==> src/rtl/sram_arb_pkg.sv <==
`timescale 1ns/100ps
package sram_arb_pkg;
    typedef enum logic [1:0] {
        SK_IDLE  = 2'd0,
        SK_READ  = 2'd1,
        SK_WRITE = 2'd2
    } slot_kind_e;
endpackage

==> src/rtl/slot_timer.sv <==
`timescale 1ns/100ps
module slot_timer #(
    parameter int SLOTS  = 8,
    parameter int PHASES = 4
) (
    input  logic                      clk,
    input  logic                      rst_n,
    output logic [$clog2(SLOTS)-1:0]  slot_cur,
    output logic [$clog2(PHASES)-1:0] phase_cur,
    output logic [$clog2(SLOTS)-1:0]  slot_nxt,
    output logic [$clog2(PHASES)-1:0] phase_nxt,
    output logic                      frame_end
);
    localparam int SW = $clog2(SLOTS);
    localparam int PW = $clog2(PHASES);

    typedef struct packed {
        logic [SW-1:0] slot;
        logic [PW-1:0] phase;
    } tmr_t;

    tmr_t tmr_d, tmr_q;

    always_comb begin
        tmr_d = tmr_q;
        if (tmr_q.phase == PW'(PHASES - 1)) begin
            tmr_d.phase = '0;
            tmr_d.slot  = (tmr_q.slot == SW'(SLOTS - 1)) ? '0 : tmr_q.slot + 1'b1;
        end else begin
            tmr_d.phase = tmr_q.phase + 1'b1;
        end
    end

    // Reset parks on the last phase so the first edge opens slot 0.
    always_ff @(posedge clk or negedge rst_n) begin
        if (!rst_n) begin
            tmr_q.slot  <= SW'(SLOTS - 1);
            tmr_q.phase <= PW'(PHASES - 1);
        end else begin
            tmr_q <= tmr_d;
        end
    end

    assign slot_cur  = tmr_q.slot;
    assign phase_cur = tmr_q.phase;
    assign slot_nxt  = tmr_d.slot;
    assign phase_nxt = tmr_d.phase;
    assign frame_end = (tmr_q.slot == SW'(SLOTS - 1)) && (tmr_q.phase == PW'(PHASES - 1));
endmodule

==> src/rtl/swap_ctrl.sv <==
`timescale 1ns/100ps
module swap_ctrl (
    input  logic clk,
    input  logic rst_n,
    input  logic swap_req,
    input  logic frame_start,
    input  logic frame_end,
    output logic front_cur,
    output logic front_nxt
);
    typedef struct packed {
        logic front;
        logic swap_pend;
        logic vs_seen;
    } swp_t;

    swp_t swp_d, swp_q;

    always_comb begin
        swp_d = swp_q;
        if (swap_req)    swp_d.swap_pend = 1'b1;
        if (frame_start) swp_d.vs_seen   = 1'b1;
        // Flip only at a block boundary after a registered vertical marker.
        if (frame_end && swp_q.vs_seen) begin
            if (swp_q.swap_pend) begin
                swp_d.front     = ~swp_q.front;
                swp_d.swap_pend = swap_req;
            end
            swp_d.vs_seen = frame_start;
        end
    end

    always_ff @(posedge clk or negedge rst_n) begin
        if (!rst_n) swp_q <= '0;
        else        swp_q <= swp_d;
    end

    assign front_cur = swp_q.front;
    assign front_nxt = swp_d.front;
endmodule

==> src/rtl/block_addr.sv <==
`timescale 1ns/100ps
module block_addr #(
    parameter int LINE_W      = 9,
    parameter int BLK_W       = 8,
    parameter int OFF_W       = 18,
    parameter int LINE_BLOCKS = 160,
    parameter int BLOCK_BYTES = 3
) (
    input  logic [LINE_W-1:0] line,
    input  logic [BLK_W-1:0]  blk,
    output logic [OFF_W-1:0]  base
);
    localparam int LINE_BYTES = LINE_BLOCKS * BLOCK_BYTES;

    always_comb begin
        base = OFF_W'(line) * OFF_W'(LINE_BYTES) + OFF_W'(blk) * OFF_W'(BLOCK_BYTES);
    end
endmodule

==> src/rtl/sram_slot_arbiter.sv <==
`timescale 1ns/100ps
module sram_slot_arbiter
    import sram_arb_pkg::*;
#(
    parameter int SLOTS       = 8,
    parameter int PHASES      = 4,
    parameter int READ_SLOTS  = 3,
    parameter int BLOCK_BYTES = 3,
    parameter int LINE_BLOCKS = 160,
    parameter int LINE_W      = 9,
    parameter int BLK_W       = 8,
    parameter int ADDR_W      = 19,
    parameter int DATA_W      = 8
) (
    input  logic                          clk,
    input  logic                          rst_n,
    input  logic [LINE_W-1:0]             fetch_line,
    input  logic [BLK_W-1:0]              fetch_block,
    input  logic                          frame_start,
    input  logic                          swap_req,
    input  logic                          wr_valid,
    input  logic [LINE_W-1:0]             wr_line,
    input  logic [BLK_W-1:0]              wr_block,
    input  logic [BLOCK_BYTES*DATA_W-1:0] wr_data,
    output logic                          wr_ready,
    output logic                          pix_valid,
    output logic [DATA_W-1:0]             pix_data,
    output logic [ADDR_W-1:0]             sram_addr,
    output logic [DATA_W-1:0]             sram_dq_o,
    output logic                          sram_dq_oe,
    input  logic [DATA_W-1:0]             sram_dq_i,
    output logic                          sram_ce_n,
    output logic                          sram_we_n,
    output logic                          sram_oe_n
);
    localparam int SW       = $clog2(SLOTS);
    localparam int PW       = $clog2(PHASES);
    localparam int OFF_W    = ADDR_W - 1;
    localparam int IDX_W    = $clog2(BLOCK_BYTES);
    localparam int WE_FIRST = 1;
    localparam int WE_LAST  = PHASES - 2;

    logic [SW-1:0] slot_cur, slot_nxt;
    logic [PW-1:0] phase_cur, phase_nxt;
    logic          frame_end, front_cur, front_nxt;

    slot_timer #(.SLOTS(SLOTS), .PHASES(PHASES)) u_timer (
        .clk(clk), .rst_n(rst_n),
        .slot_cur(slot_cur), .phase_cur(phase_cur),
        .slot_nxt(slot_nxt), .phase_nxt(phase_nxt),
        .frame_end(frame_end)
    );

    swap_ctrl u_swap (
        .clk(clk), .rst_n(rst_n),
        .swap_req(swap_req), .frame_start(frame_start), .frame_end(frame_end),
        .front_cur(front_cur), .front_nxt(front_nxt)
    );

    // Port 0 computes the display block base, port 1 the write block base.
    logic [LINE_W-1:0] ba_line [2];
    logic [BLK_W-1:0]  ba_blk  [2];
    logic [OFF_W-1:0]  ba_base [2];
    assign ba_line[0] = fetch_line;
    assign ba_blk[0]  = fetch_block;
    assign ba_line[1] = wr_line;
    assign ba_blk[1]  = wr_block;

    for (genvar g = 0; g < 2; g++) begin : g_addr
        block_addr #(
            .LINE_W(LINE_W), .BLK_W(BLK_W), .OFF_W(OFF_W),
            .LINE_BLOCKS(LINE_BLOCKS), .BLOCK_BYTES(BLOCK_BYTES)
        ) u_ba (
            .line(ba_line[g]), .blk(ba_blk[g]), .base(ba_base[g])
        );
    end

    typedef struct packed {
        slot_kind_e                    kind;
        logic [OFF_W-1:0]              rd_base;
        logic                          wr_pend;
        logic                          wr_buf;
        logic [OFF_W-1:0]              wr_base;
        logic [BLOCK_BYTES*DATA_W-1:0] wr_data;
        logic [IDX_W-1:0]              wr_idx;
        logic [ADDR_W-1:0]             addr;
        logic [DATA_W-1:0]             dq_o;
        logic                          dq_oe;
        logic                          ce_n;
        logic                          we_n;
        logic                          oe_n;
        logic [DATA_W-1:0]             pix;
        logic                          pix_v;
    } arb_t;

    arb_t arb_d, arb_q;

    always_comb begin
        arb_d       = arb_q;
        arb_d.pix_v = 1'b0;

        if (frame_end) arb_d.rd_base = ba_base[0];

        // Close the slot that ends at this edge.
        if (phase_cur == PW'(PHASES - 1)) begin
            if (arb_q.kind == SK_READ) begin
                arb_d.pix   = sram_dq_i;
                arb_d.pix_v = 1'b1;
            end
            if (arb_q.kind == SK_WRITE) begin
                if (arb_q.wr_idx == IDX_W'(BLOCK_BYTES - 1)) begin
                    arb_d.wr_pend = 1'b0;
                    arb_d.wr_idx  = '0;
                end else begin
                    arb_d.wr_idx  = arb_q.wr_idx + 1'b1;
                end
            end
        end

        if (wr_valid && !arb_q.wr_pend) begin
            arb_d.wr_pend = 1'b1;
            arb_d.wr_buf  = ~front_cur;
            arb_d.wr_base = ba_base[1];
            arb_d.wr_data = wr_data;
            arb_d.wr_idx  = '0;
        end

        // Open the next slot.
        if (phase_nxt == '0) begin
            if (slot_nxt < SW'(READ_SLOTS)) arb_d.kind = SK_READ;
            else if (arb_d.wr_pend)         arb_d.kind = SK_WRITE;
            else                            arb_d.kind = SK_IDLE;
        end

        arb_d.ce_n  = (arb_d.kind == SK_IDLE);
        arb_d.oe_n  = (arb_d.kind != SK_READ);
        arb_d.dq_oe = (arb_d.kind == SK_WRITE);
        arb_d.we_n  = !((arb_d.kind == SK_WRITE) &&
                        (phase_nxt >= PW'(WE_FIRST)) && (phase_nxt <= PW'(WE_LAST)));

        if (arb_d.kind == SK_READ) begin
            arb_d.addr = {front_nxt, arb_d.rd_base + OFF_W'(slot_nxt)};
        end else if (arb_d.kind == SK_WRITE) begin
            arb_d.addr = {arb_d.wr_buf, arb_d.wr_base + OFF_W'(arb_d.wr_idx)};
            arb_d.dq_o = arb_d.wr_data[arb_d.wr_idx*DATA_W +: DATA_W];
        end
    end

    always_ff @(posedge clk or negedge rst_n) begin
        if (!rst_n) begin
            arb_q      <= '0;
            arb_q.kind <= SK_IDLE;
            arb_q.ce_n <= 1'b1;
            arb_q.we_n <= 1'b1;
            arb_q.oe_n <= 1'b1;
        end else begin
            arb_q <= arb_d;
        end
    end

    assign wr_ready   = !arb_q.wr_pend;
    assign pix_valid  = arb_q.pix_v;
    assign pix_data   = arb_q.pix;
    assign sram_addr  = arb_q.addr;
    assign sram_dq_o  = arb_q.dq_o;
    assign sram_dq_oe = arb_q.dq_oe;
    assign sram_ce_n  = arb_q.ce_n;
    assign sram_we_n  = arb_q.we_n;
    assign sram_oe_n  = arb_q.oe_n;
endmodule

==> config.mk <==
export PLATFORM = sky130hd
export DESIGN_NAME = sram_slot_arbiter
export DESIGN_NICKNAME = d
export VERILOG_FILES = /design/src/rtl/sram_arb_pkg.sv /design/src/rtl/slot_timer.sv /design/src/rtl/swap_ctrl.sv /design/src/rtl/block_addr.sv /design/src/rtl/sram_slot_arbiter.sv
export SDC_FILE = /design/constraint.sdc
export NUM_CORES = 1
export LEC_CHECK = 0
export BUFFER_PORTS_ARGS = -buffer_cell sky130_fd_sc_hd__clkbuf_2
export CORE_ASPECT_RATIO = 0.7
export CORE_UTILIZATION = 54
export CTS_CLUSTER_DIAMETER = 80
export DETAILED_ROUTE_END_ITERATION = 12
export PLACE_DENSITY = 0.78
export SYNTH_ARGS = -nofsm -noshare
export SYNTH_HDL_FRONTEND = slang
export SYNTH_SLANG_ARGS = --single-unit
==> constraint.sdc <==
create_clock -name clk -period 3.4 [get_ports clk]
set_input_delay 0.34 -clock clk [delete_from_list [all_inputs] [get_ports clk]]
set_output_delay 0.34 -clock clk [all_outputs]
set_load 0.02 [all_outputs]
==> impl_metrics.prom <==
# TYPE chip_impl_metric gauge
chip_impl_info{name="outcome",value="finished with violations"} 1
chip_impl_info{name="failed_checks",value="hold timing, setup timing"} 1
chip_impl_metric{name="globalRoute.totalOverflow",unit=""} 0
chip_impl_metric{name="dr_total_vias",unit=""} 8056
chip_impl_metric{name="post_synth_instance_area",unit="um^2"} 8940
chip_impl_metric{name="die-area",unit="um^2"} 17100
chip_impl_metric{name="synth.yosys.warnings",unit=""} 0
chip_impl_metric{name="htree_num_levels",unit=""} 4
chip_impl_metric{name="fin_skew",unit="ns"} 0.0103
chip_impl_metric{name="clk_pin_slew",unit="ns"} 0.06
chip_impl_metric{name="dp_slack",unit="ns"} -1.53
chip_impl_info{name="type_of_the_worst_setup_path",value="primary input to register"} 1
chip_impl_metric{name="floorplan.core_area",unit="um^2"} 15800
chip_impl_metric{name="relative_slew_margins",unit=""} 0.486
chip_impl_info{name="cts_root_buffer",value="sky130_fd_sc_hd__clkbuf_16"} 1
chip_impl_metric{name="synth_seq_cells",unit=""} 114
chip_impl_metric{name="ff2ff_setup_slack",unit="ns"} -0.14
chip_impl_metric{name="final_critical_path_setup_slack",unit="ns"} -1.07
chip_impl_metric{name="fraction_of_synthesized_area_in_multiplexers",unit=""} 0.00910
chip_impl_metric{name="critPathRequiredTime",unit="ns"} 3.68
chip_impl_metric{name="cap_violations",unit=""} 0
chip_impl_metric{name="postLayoutCellArea",unit="um^2"} 12100
chip_impl_metric{name="intPower",unit="mW"} 5.70
chip_impl_metric{name="port_buffers",unit=""} 111
chip_impl_metric{name="drc",unit=""} 0
chip_impl_info{name="min_path_type",value="primary input to asynchronous set/reset pin"} 1
chip_impl_metric{name="drive_above_1_share",unit=""} 0.367
chip_impl_metric{name="ioPinCount",unit=""} 112
chip_impl_metric{name="initial_utilization",unit=""} 0.565
chip_impl_metric{name="drt_first_pass_iters",unit=""} 4
chip_impl_metric{name="routedWlPerCell",unit="um"} 16.3
chip_impl_info{name="final_common_cell",value="sky130_fd_sc_hd__buf_4"} 1
chip_impl_metric{name="cts.sinks",unit=""} 114
chip_impl_metric{name="antenna_found_initial",unit=""} 0
chip_impl_metric{name="grt_start_max_net_pins",unit=""} 59
chip_impl_metric{name="n_antenna_cell",unit=""} 0
chip_impl_metric{name="timing.critical_path.arrival",unit="ns"} 4.76
chip_impl_metric{name="final.period_utilization",unit=""} 1.32
chip_impl_metric{name="seq_power_share",unit=""} 0.219
chip_impl_metric{name="cts-buffers-inserted",unit=""} 17
chip_impl_metric{name="power_leakage",unit="nW"} 5.93
chip_impl_metric{name="power_frac_comb",unit=""} 0.597
chip_impl_metric{name="hold_viol",unit=""} 15
chip_impl_metric{name="grt_pass1_wl",unit="um"} 37300
chip_impl_info{name="worstSetupEndpointType",value="register"} 1
chip_impl_metric{name="fp-row-count",unit=""} 38
chip_impl_metric{name="vdd.ir_drop.worst",unit="mV"} 0.388
chip_impl_info{name="start_kind",value="primary input"} 1
chip_impl_metric{name="arithmetic_cell_share_of_the_synthesized_area_counting_full_adders_half_adders_and_majority_gates",unit=""} 0.189
chip_impl_metric{name="placed_area",unit="um^2"} 10700
chip_impl_metric{name="ant_nets",unit=""} 0
chip_impl_metric{name="area_growth",unit="%"} 35.6
chip_impl_metric{name="switching_share",unit=""} 0.426
chip_impl_metric{name="max_slew.worst_pin.slew",unit="ns"} 0.767
chip_impl_metric{name="fmax",unit="GHz"} 0.223
chip_impl_metric{name="slew_violations",unit=""} 0
chip_impl_metric{name="fillerInstances",unit=""} 1038
chip_impl_info{name="main_combinational_cell_family_by_area_after_synthesis",value="simple AND/OR/NAND/NOR gates"} 1
chip_impl_metric{name="setup_viol",unit=""} 27
chip_impl_metric{name="worst_skew_pair.late_latency",unit="ns"} 0.42
chip_impl_metric{name="die-height",unit="um"} 110
chip_impl_metric{name="postSynthAreaPerCell",unit="um^2"} 8.92
chip_impl_metric{name="gr_usage_total",unit=""} 0.277
chip_impl_metric{name="reg2regPathDepth",unit=""} 15
chip_impl_metric{name="gp_routability_congestion",unit=""} 0.852
chip_impl_metric{name="hold_buffer_count_at_cts",unit=""} 0
chip_impl_metric{name="final_routed_wirelength",unit="um"} 24000
chip_impl_metric{name="crit_path_max_fanout",unit=""} 2
chip_impl_metric{name="num-nets-final",unit=""} 1428
chip_impl_info{name="rsz0062_at_grt",value="true"} 1
chip_impl_metric{name="detailedRoute.firstIterationViolations",unit=""} 601
chip_impl_metric{name="synth_seq_area_share",unit=""} 0.320
chip_impl_metric{name="clock_power_share",unit=""} 0.183
chip_impl_metric{name="pwr_cell_area",unit="nW/um^2"} 819
chip_impl_metric{name="simple_gate_share_of_the_synthesized_area",unit=""} 0.190
chip_impl_metric{name="synthesis.instances",unit=""} 1002
chip_impl_metric{name="synth_cell_type_count",unit=""} 85
chip_impl_metric{name="timing.final.crit_period",unit="ns"} 4.47
chip_impl_metric{name="compound_gate_fraction_of_synth_area",unit=""} 0.140
chip_impl_metric{name="finalHoldWorstSlack",unit="ns"} -0.0289
chip_impl_metric{name="grt_pass1_vias",unit=""} 7778
chip_impl_metric{name="mappedNetlistNets",unit=""} 1184
chip_impl_info{name="highest_count_cells_in_the_layout_ignoring_fill_and_taps",value="sky130_fd_sc_hd__buf_4 (164), sky130_fd_sc_hd__nand2_1 (144), sky130_fd_sc_hd__dfrtp_1 (106), sky130_fd_sc_hd__clkbuf_2 (106), sky130_fd_sc_hd__inv_1 (95)"} 1
chip_impl_info{name="synth_flop_cell",value="sky130_fd_sc_hd__dfrtp_1"} 1
chip_impl_metric{name="floorplan_die_width",unit="um"} 156
chip_impl_info{name="tritoncts",value="done"} 1
chip_impl_metric{name="power.switching",unit="mW"} 4.23
chip_impl_metric{name="cts_max_path_buffers",unit=""} 2
chip_impl_metric{name="yosys.area_share.xor_xnor",unit=""} 0.0587
chip_impl_metric{name="drt-vias-per-instance",unit=""} 5.45
chip_impl_metric{name="number_of_synthesized_flops_with_an_enable_pin",unit=""} 0
chip_impl_metric{name="place_hpwl",unit="um"} 15900
chip_impl_metric{name="ys_async_sr_fraction",unit=""} 1.00
[kinds of logic after synthesis]
family	after synthesis
AND/OR/NAND/NOR	358
AO/OA/AOI/OAI	179
buffers and inverters	173
flip-flops	114
adder cells (fa/ha/maj)	111
XOR/XNOR	59
multiplexers	8
[flip-flops by register name, indices dropped and copies added (netlist names)]
| name | flops |
|---|---|
| arb_q | 66 |
| pix_data | 8 |
| pix_valid | 1 |
| sram_addr | 19 |
| sram_ce_n | 1 |
| sram_dq_o | 8 |
| sram_dq_oe | 1 |
| sram_oe_n | 1 |
| sram_we_n | 1 |
| u_swap.front_cur | 1 |
| u_swap.swp_q | 2 |
| u_timer.phase_cur | 2 |
| u_timer.slot_cur | 3 |
[worst max-delay path, cell delays in order]
cell and delay [ns]:
sky130_fd_sc_hd__buf_6 0.10, sky130_fd_sc_hd__fa_1 0.51, sky130_fd_sc_hd__fa_1 0.58, sky130_fd_sc_hd__inv_2 0.05, sky130_fd_sc_hd__fa_1 0.52, sky130_fd_sc_hd__inv_2 0.05
sky130_fd_sc_hd__ha_4 0.15, sky130_fd_sc_hd__ha_4 0.15, sky130_fd_sc_hd__or4_4 0.54, sky130_fd_sc_hd__o22ai_4 0.22, sky130_fd_sc_hd__xnor2_2 0.13, sky130_fd_sc_hd__o31ai_2 0.25
sky130_fd_sc_hd__buf_4 0.16, sky130_fd_sc_hd__nand4bb_1 0.15, sky130_fd_sc_hd__nand3b_1 0.29, sky130_fd_sc_hd__nor3b_2 0.29, sky130_fd_sc_hd__xnor2_1 0.16, sky130_fd_sc_hd__o221ai_1 0.12
[metal layers]
| layer | wire [um] | share of wire | global-route usage | vias to the layer above |
|---|---|---|---|---|
| met1 | 10700 | 0.44 | 0.377 | 3905 |
| met5 | 0 | 0 | 0 | - |
| met3 | 1100 | 0.046 | 0.0485 | 37 |
| met4 | 395 | 0.016 | 0.0651 | 0 |
| li1 | - | - | - | 3859 |
| met2 | 11900 | 0.49 | 0.466 | 255 |
[synthesized netlist by cell type, types with 6 or more instances]
cell,count,share of area
sky130_fd_sc_hd__buf_4,35,0.029
sky130_fd_sc_hd__clkbuf_1,17,0.0071
sky130_fd_sc_hd__a31oi_1,13,0.0091
sky130_fd_sc_hd__dfstp_2,8,0.024
sky130_fd_sc_hd__nor2_1,81,0.034
sky130_fd_sc_hd__nor3b_1,9,0.0076
sky130_fd_sc_hd__xnor2_1,41,0.040
sky130_fd_sc_hd__a22oi_1,13,0.011
sky130_fd_sc_hd__nor3_1,21,0.012
sky130_fd_sc_hd__nand2b_1,11,0.0077
sky130_fd_sc_hd__nand4_1,7,0.0049
sky130_fd_sc_hd__fa_1,40,0.090
sky130_fd_sc_hd__nand2_1,147,0.062
sky130_fd_sc_hd__a21oi_1,52,0.029
sky130_fd_sc_hd__inv_1,106,0.045
sky130_fd_sc_hd__nand3_1,21,0.012
sky130_fd_sc_hd__o21a_1,8,0.0067
sky130_fd_sc_hd__nor4_1,6,0.0042
sky130_fd_sc_hd__xor2_1,17,0.017
sky130_fd_sc_hd__dfrtp_1,106,0.30
sky130_fd_sc_hd__nor2b_1,6,0.0042
sky130_fd_sc_hd__ha_1,71,0.099
sky130_fd_sc_hd__a21o_1,8,0.0067
sky130_fd_sc_hd__and3_1,9,0.0063
sky130_fd_sc_hd__o21ai_0,20,0.011
sky130_fd_sc_hd__mux2i_1,7,0.0078
[stage by stage]
step | power [mW] | util | TNS (ns) | hold WS [ns] | std cells
global placement | 6.79 | 0.677 | -21.14 | 0.439 | 1426
detailed placement | 6.95 | 0.677 | -23.04 | 0.442 | 1426
finish | 9.93 | 0.766 | -11.69 | -0.0289 | 1479
global route | 10.5 | 0.766 | -14.91 | 0.0338 | 1479
floorplan | 5.48 | - | -11.63 | 0.0444 | 1002
CTS | 9.41 | 0.744 | -9.22 | 0.00136 | 1478
[power groups by stage]
stage | clock network, mW | logic [mW] | registers [mW]
after CTS | 1.82 | 5.43 | 2.16
final | 1.82 | 5.93 | 2.18
after detailed placement | 0 | 4.79 | 2.16
after global routing | 1.89 | 6.41 | 2.22
after floorplan | 0 | 3.39 | 2.09
after global placement | 0 | 4.65 | 2.14
[layout make-up]
type / instances / area (um^2) / area share
Multi-Input combinational cell: 715 / 5960 / 0.491
Sequential cell: 114 / 2860 / 0.236
Timing Repair Buffer: 290 / 2010 / 0.166
Clock buffer: 19 / 453 / 0.0374
Inverter: 108 / 415 / 0.0343
Tap cell: 220 / 275 / 0.0227
Clock inverter: 13 / 153 / 0.0126
[worst paths after layout]
check	start	end
max	fetch_line[2]	sram_addr[16]$_DFFE_PN0P_
min	rst_n	arb_q[50]$_DFF_PN0_
max reg2reg	u_timer.phase_cur[0]$_DFF_PN1_	sram_addr[16]$_DFFE_PN0P_
min reg2reg	arb_q[44]$_DFF_PN0_	arb_q[44]$_DFF_PN0_
max in group asynchronous	rst_n	u_timer.slot_cur[2]$_DFF_PN1_
min in group clk	swap_req	u_swap.swp_q[1]$_DFF_PN0_
[timing repair]
item                       in CTS  in global routing
buffers inserted               22                  9
setup endpoints to repair      26                 30
gates resized for setup        57                 70
pin swaps                      50                 73
Power figures use the tool's default switching activity.
